===== src/rtl/oe_ctl_pkg.sv =====
package oe_ctl_pkg;

   typedef enum logic [1:0] {
      OE_OFF  = 2'b00,
      OE_ON   = 2'b01,
      OE_TERM = 2'b10,
      OE_RSVD = 2'b11
   } oe_mode_e;

   // Buffer enable for one pad before any override is applied.
   function automatic logic oe_decode(input oe_mode_e mode, input logic term);
      logic en;
      case (mode)
         OE_ON:   en = 1'b1;
         OE_TERM: en = term;
         default: en = 1'b0;
      endcase
      return en;
   endfunction

endpackage


===== src/rtl/oe_cell_mux.sv =====
module oe_cell_mux
   import oe_ctl_pkg::*;
#(
   parameter int TERMS = 2,
   parameter int SEL_W = 1
) (
   input  logic [1:0]       mode_i,
   input  logic [SEL_W-1:0] sel_i,
   input  logic [TERMS-1:0] terms_i,
   input  logic             force_i,
   output logic             en_o
);

   logic picked;

   always_comb begin
      picked = 1'b0;
      for (int t = 0; t < TERMS; t++) begin
         if (int'(sel_i) == t) picked = terms_i[t];
      end
   end

   assign en_o = force_i | oe_decode(oe_mode_e'(mode_i), picked);

endmodule


===== src/rtl/oe_bank.sv =====
module oe_bank #(
   parameter int CELLS = 8,
   parameter int TERMS = 2,
   parameter int SEL_W = 1
) (
   input  logic [2*CELLS-1:0]     mode_i,
   input  logic [CELLS*SEL_W-1:0] sel_i,
   input  logic [TERMS-1:0]       terms_i,
   input  logic                   force_i,
   output logic [CELLS-1:0]       en_o
);

   for (genvar c = 0; c < CELLS; c++) begin : g_cell
      oe_cell_mux #(.TERMS(TERMS), .SEL_W(SEL_W)) u_mux (
         .mode_i  (mode_i[2*c +: 2]),
         .sel_i   (sel_i[c*SEL_W +: SEL_W]),
         .terms_i (terms_i),
         .force_i (force_i),
         .en_o    (en_o[c])
      );
   end

endmodule


===== src/rtl/oe_out_stage.sv =====
module oe_out_stage #(
   parameter int WIDTH      = 16,
   parameter bit REGISTERED = 1'b1
) (
   input  logic             clk,
   input  logic             rst_n,
   input  logic [WIDTH-1:0] en_d,
   input  logic [WIDTH-1:0] data_d,
   output logic [WIDTH-1:0] en_q,
   output logic [WIDTH-1:0] data_q
);

   if (REGISTERED) begin : g_reg
      always_ff @(posedge clk) begin
         if (!rst_n) begin
            en_q   <= '0;
            data_q <= '0;
         end else begin
            en_q   <= en_d;
            data_q <= data_d;
         end
      end
   end else begin : g_comb
      assign en_q   = rst_n ? en_d   : '0;
      assign data_q = rst_n ? data_d : '0;
      logic unused_clk;
      assign unused_clk = clk;
   end

endmodule


===== src/rtl/io_oe_ctl.sv =====
module io_oe_ctl #(
   parameter int NUM_CELLS  = 16,
   parameter int BANK_CELLS = 8,
   parameter int BANK_TERMS = 2,
   parameter bit OUT_REG    = 1'b1
) (
   input  logic                  clk,
   input  logic                  rst_n,
   input  logic                  observe_i,
   input  logic [3:0]            oe_term_i,
   input  logic [31:0]           cell_mode_i,
   input  logic [15:0]           term_sel_i,
   input  logic [15:0]           mc_data_i,
   input  logic [15:0]           pad_in_i,
   output logic [15:0]           pad_out_o,
   output logic [15:0]           pad_oe_o,
   output logic [15:0]           io_fb_o
);

   localparam int NUM_BANKS = NUM_CELLS / BANK_CELLS;
   localparam int SEL_W     = (BANK_TERMS > 1) ? $clog2(BANK_TERMS) : 1;

   if (NUM_CELLS % BANK_CELLS != 0) begin : g_bad_split
      $error("NUM_CELLS must be a multiple of BANK_CELLS");
   end
   if (NUM_BANKS * BANK_TERMS != 4 || NUM_CELLS != 16 || SEL_W != 1) begin : g_bad_ports
      $error("parameters do not match the port widths");
   end

   logic [NUM_CELLS-1:0] en_d;

   for (genvar b = 0; b < NUM_BANKS; b++) begin : g_bank
      oe_bank #(.CELLS(BANK_CELLS), .TERMS(BANK_TERMS), .SEL_W(SEL_W)) u_bank (
         .mode_i  (cell_mode_i[2*b*BANK_CELLS +: 2*BANK_CELLS]),
         .sel_i   (term_sel_i[b*BANK_CELLS*SEL_W +: BANK_CELLS*SEL_W]),
         .terms_i (oe_term_i[b*BANK_TERMS +: BANK_TERMS]),
         .force_i (observe_i),
         .en_o    (en_d[b*BANK_CELLS +: BANK_CELLS])
      );
   end

   oe_out_stage #(.WIDTH(NUM_CELLS), .REGISTERED(OUT_REG)) u_stage (
      .clk    (clk),
      .rst_n  (rst_n),
      .en_d   (en_d),
      .data_d (mc_data_i),
      .en_q   (pad_oe_o),
      .data_q (pad_out_o)
   );

   assign io_fb_o = (pad_oe_o & pad_out_o) | (~pad_oe_o & pad_in_i);

   if (OUT_REG) begin : g_chk

      observe_all_chk: assert property (@(posedge clk) disable iff (!rst_n)
         observe_i |=> (&pad_oe_o));

      data_lat_chk: assert property (@(posedge clk) disable iff (!rst_n)
         rst_n |=> (pad_out_o == $past(mc_data_i)));
      for (genvar i = 0; i < NUM_CELLS; i++) begin : g_cell_chk

         off_mode_chk: assert property (@(posedge clk) disable iff (!rst_n)
            (!observe_i && (cell_mode_i[2*i +: 2] == 2'b00 || cell_mode_i[2*i +: 2] == 2'b11))
            |=> !pad_oe_o[i]);

         on_mode_chk: assert property (@(posedge clk) disable iff (!rst_n)
            (cell_mode_i[2*i +: 2] == 2'b01) |=> pad_oe_o[i]);

         term_mode_chk: assert property (@(posedge clk) disable iff (!rst_n)
            (!observe_i && cell_mode_i[2*i +: 2] == 2'b10)
            |=> (pad_oe_o[i] == $past(oe_term_i[(i/BANK_CELLS)*BANK_TERMS + int'(term_sel_i[i])])));
      end
   end

endmodule


===== config.mk =====
export PLATFORM = sky130hd
export DESIGN_NAME = io_oe_ctl
export DESIGN_NICKNAME = d
export VERILOG_FILES = /design/src/rtl/oe_ctl_pkg.sv /design/src/rtl/oe_cell_mux.sv /design/src/rtl/oe_bank.sv /design/src/rtl/oe_out_stage.sv /design/src/rtl/io_oe_ctl.sv
export SDC_FILE = /design/constraint.sdc
export NUM_CORES = 1
export LEC_CHECK = 0
export BUFFER_PORTS_ARGS = -buffer_cell sky130_fd_sc_hd__buf_2
export CORE_ASPECT_RATIO = 1.1
export CORE_MARGIN = 3
export CORE_UTILIZATION = 42
export CTS_CLUSTER_DIAMETER = 150
export CTS_CLUSTER_SIZE = 8
export DETAILED_ROUTE_END_ITERATION = 6
export GPL_ROUTABILITY_DRIVEN = 0
export PLACE_DENSITY = 0.77
export RECOVER_POWER = 50
export SLEW_MARGIN = 15
export SYNTH_ARGS = -nofsm -noshare
export SYNTH_HDL_FRONTEND = slang
export SYNTH_SLANG_ARGS = --single-unit

===== constraint.sdc =====
create_clock -name clk -period 1 [get_ports clk]
set_clock_uncertainty 0.15 [all_clocks]
set_input_delay 0.05 -clock clk [delete_from_list [all_inputs] [get_ports clk]]
set_output_delay 0.05 -clock clk [all_outputs]
set_load 0.03 [all_outputs]

# --- Word level (Yosys, flattened, before mapping) ---
# Cells that the tools add are included.
word_totals:
  regBits: 32
  output_inout_bits: 48
  elab_cells: 86
op_classes:
  n_eq_ne: 32
  muxes: 32
  bitwise: 20
ops:
  columns: ["op", "n"]
  rows:
  - ["AND 16 bit", 2]
  - ["equality test 2 x 1 -> 1 bit, second input constant", 16]
  - ["equality test 2 bit, second input constant", 16]
  - ["one-hot mux 1 bit (2 select lines)", 16]
  - ["two-way mux 1 bit", 16]
  - ["inverter 16 bit", 1]
  - ["OR 1 bit", 16]
  - ["OR 16 bit", 1]

# --- Depth between registers and ports, before layout ---
logic_depth:
  word_depth: 3
  mapped_depth: 4
  ltp_nobuf: 4

# --- Modules after synthesis ---
# Synthesis repeated with hierarchy kept, for this count alone.
unflattened:
  cells_unflattened: 211
  hier_area_um2: 2157.1
by_module_without_submodules:
  columns: ["mod", "n_inst", "cells_per_inst", "area_per_inst_um2", "seq_area_each_um2"]
  rows:
  - ["oe_cell_mux", 16, 8, 63.8, 0.0]
  - ["oe_out_stage", 1, 67, 895.9, 640.6]
  - ["io_oe_ctl", 1, 16, 240.2, 0.0]

# --- Worst setup path before layout ---
# No wires, ideal clock.
synth_path:
  path_type: "reg2out"
  start: "reg u_stage.en_q[0]"
  end: "out io_fb_o[0]"
  arrival_ps: 944
  t_required_ps: 800
  setup_slack_ps: -144
  stages_incl_launch_ff: 2
  n_path_buf: 0
  path_cell_list: "dfxtp_1 > mux2_2"
synth_via:
  elab_chain_len: 3
synth_rtl:
  columns: ["item", "line_no", "text"]
  rows:
  - ["from (decl)", "oe_out_stage.sv:9", "output logic [WIDTH-1:0] en_q,"]
  - ["from (signal assigned)", "oe_out_stage.sv:19", "en_q <= en_d;"]
  - ["inverter 16 bit", "io_oe_ctl.sv:51", "assign io_fb_o = (pad_oe_o & pad_out_o) | (~pad_oe_o & pad_in_i);"]
  - ["AND 16 bit", "io_oe_ctl.sv:51", null]
  - ["OR 16 bit *", "io_oe_ctl.sv:51", null]
  - ["to (decl)", "io_oe_ctl.sv:17", "output logic [15:0] io_fb_o"]
# Every way passes the cells marked *; elsewhere a longest branch is shown, timed or not.

# --- Worst setup path in the final report ---
layout_path:
  start: "reg u_stage.en_q[12]"
  end: "out io_fb_o[12]"
# Same word-level chain as after synthesis.

==> results.txt <==
Post-Syn Nets: 322
placed cell area: 2840 µm²
Synth Warn #: 0
Commonest cells post-synth: 32 x dfxtp_1, 32 x ha_1, 32 x inv_1, 32 x nand3b_1
VDD IR max: 0.574 mV
drt total wl: 6410 µm
Synth area leaders: dfxtp_1 32%, ha_1 20%, nand3b_1 12%
Leakage: 0.00182 µW
num rows: 25
Worst Tran Pin Value: 236 ps
CTS Root Cell: clkbuf_8
Cell Pwr Density: 1120 nW/µm²
Post-synth EDFFs: 0
first-pass GRT wire length: 9290 µm
first-pass iteration count of the detailed router: 4
maximum capacitance violations: 0
Initial DRC Count: 69
crit path max fanout: 2
port buffer count: 134
GRT Util Overall: 0.207
Antenna diodes: 0
crit path DAT: 1080 ps
Req. time, crit path: 800 ps
DRC viols: 0
Unique masters post-synth: 14
final hold vios: 0
status: finished, violations left
number of clock sinks: 32
CTS max path bufs: 2
Slew Viols, Final: 0
setup violators final: 22
failing checks: setup timing
Layout Cell Area excl Fill: 3470 µm²
Die Span Y: 78.8 µm
critical path type: reg -> out
Die ar.: 5680 µm²
via count: 2066
vias in the first global route: 2040
Final min period: 1280 ps
post-layout worst setup margin: -278 ps
Placed Cells: 385
H-tree depth: 2
antenna violations before repair: 0
Synth Instances: 203
CP Launch Type: flip-flop
area growth from synthesis to layout: 71.7%
total CTS buffers: 5
core area: 4470 µm²
relative slew slack: 0.842
Routed Antenna Nets: 0
Crit. End Element: output pin
crit path launch: u_stage.en_q[12]
share of flip-flops with an asynchronous set or reset: 0
largest stage delay on the critical path: 350 ps
I/O pin total: 135
post-route insts no fill: 420
hold slack: 3.30 ps
Cell Area, Synth: 2020 µm²
largest net degree at the start of global routing: 29
Hold Startpoint: term_sel_i[7]
RSZ-0062 raised after global routing: true
Fmax: 0.783 GHz
CTS tree: done
top_reg_cell synth: dfxtp_1
layout cell share with drive strength beyond 1: 0.489
per-cell routed wire length: 15.3 µm
Die W: 72.2 µm
Total Power: 3880 µW
Synth area leader: dfxtp_1
Synth top area share: 0.317
DR vias/cell: 4.92
CP Cell Sequence: mux2_4 -> buf_6
gr ovfl total: 0
Starting Density: 0.452
Tcrit/Tclk final: 1.28
#FFs+latches synth: 32
CP max-delay cell: dfxtp_2
DPL Wire Length: 4430 µm
hold crit path type: in -> reg
clock transition at the registers of the reported paths: 70 ps
sequential fraction of the synthesis area: 0.317
Avg Inst Size Synth: 9.96 µm²
nets: 484
==> placed cells by master (no fill, tap or decap) <==
master,count
ha_1,32
buf_6,38
clkbuf_8,6
nand3b_1,32
and2_1,13
mux2i_1,16
and2_0,3
dlymetal6s4s_1,1
mux2_4,16
inv_1,32
dfxtp_2,24
buf_12,2
dfxtp_1,8
dlygate4sd3_1,25
buf_2,77
buf_4,16
nand2_1,1
clkbuf_1,8
o211ai_1,16
==> routing by layer <==
metal	global-route usage	routed length [µm]	vias up
met5	0	0	-
met2	0.400	3680	70
met3	0.0456	299	18
met4	0.0827	254	0
met1	0.210	2180	974
li1	-	-	1004
==> logic make-up (layout without fill, tap and decap cells) <==
family / Yosys count / after routing / synth area share
AO/OA/AOI/OAI: 16 / 16 / 0.0594
adder cells (fa/ha/maj): 32 / 32 / 0.198
buffers and inverters: 42 / 205 / 0.0873
flip-flops: 32 / 32 / 0.317
multiplexers: 32 / 32 / 0.168
AND/OR/NAND/NOR: 49 / 49 / 0.170
==> where the power goes <==
group | switching [µW] | total (µW) | internal (µW)
Combinational | 667 | 1400 | 738
Sequential | 75.0 | 1460 | 1380
Clock | 454 | 1020 | 561
Total | 1200 | 3880 | 2680
==> sequential cells by signal (all words and copies together) (netlist names) <==
register        count
u_stage.data_q     16
u_stage.en_q       16
==> critical path: cells and delay by family, from the launching register on <==
kind / cells / cell delay [ps]
multiplexers: 1 / 310
buffers and inverters: 1 / 140
flip-flops: 1 / 350
==> metrics by stage <==
| step | setup slack, ps | utilization | TNS [ps] |
|---|---|---|---|
| 2_1_floorplan | 22.6 | - | 0 |
| 3_3_place_gp | -110 | 0.635 | -289 |
| 3_5_place_dp | -126 | 0.635 | -640 |
| 4_1_cts | -271 | 0.750 | -4110 |
| 5_1_grt | -305 | 0.776 | -5070 |
| 6_report | -278 | 0.776 | -4300 |
==> timing repair <==
item / in CTS / in global routing
resized for setup: 58 / 43
cloned: 0 / 0
endpoints found under the setup margin: 42 / 47
hold buffers: 26 / 0
pin swaps: 0 / 7
endpoints found under the hold margin: 27 / 0
setup buffers: 0 / 5
==> cell type report <==
| cell class | instances | area (µm²) |
|---|---|---|
| clock buffers | 8 | 90.1 |
| fillers | 305 | 1000 |
| inverters | 32 | 120 |
| multi-input cells | 129 | 1260 |
| flip-flops and latches | 32 | 671 |
| well taps | 54 | 67.6 |
| repair buffers | 165 | 1260 |
==> worst paths after layout <==
| kind | endpoint | slack [ps] | depth (start not counted) |
|---|---|---|---|
| worst max-delay path | io_fb_o[12] | -280 | 2 |
| worst min-delay path | u_stage.en_q[7] | 3 | 3 |
Power figures use the tool's default switching activity.
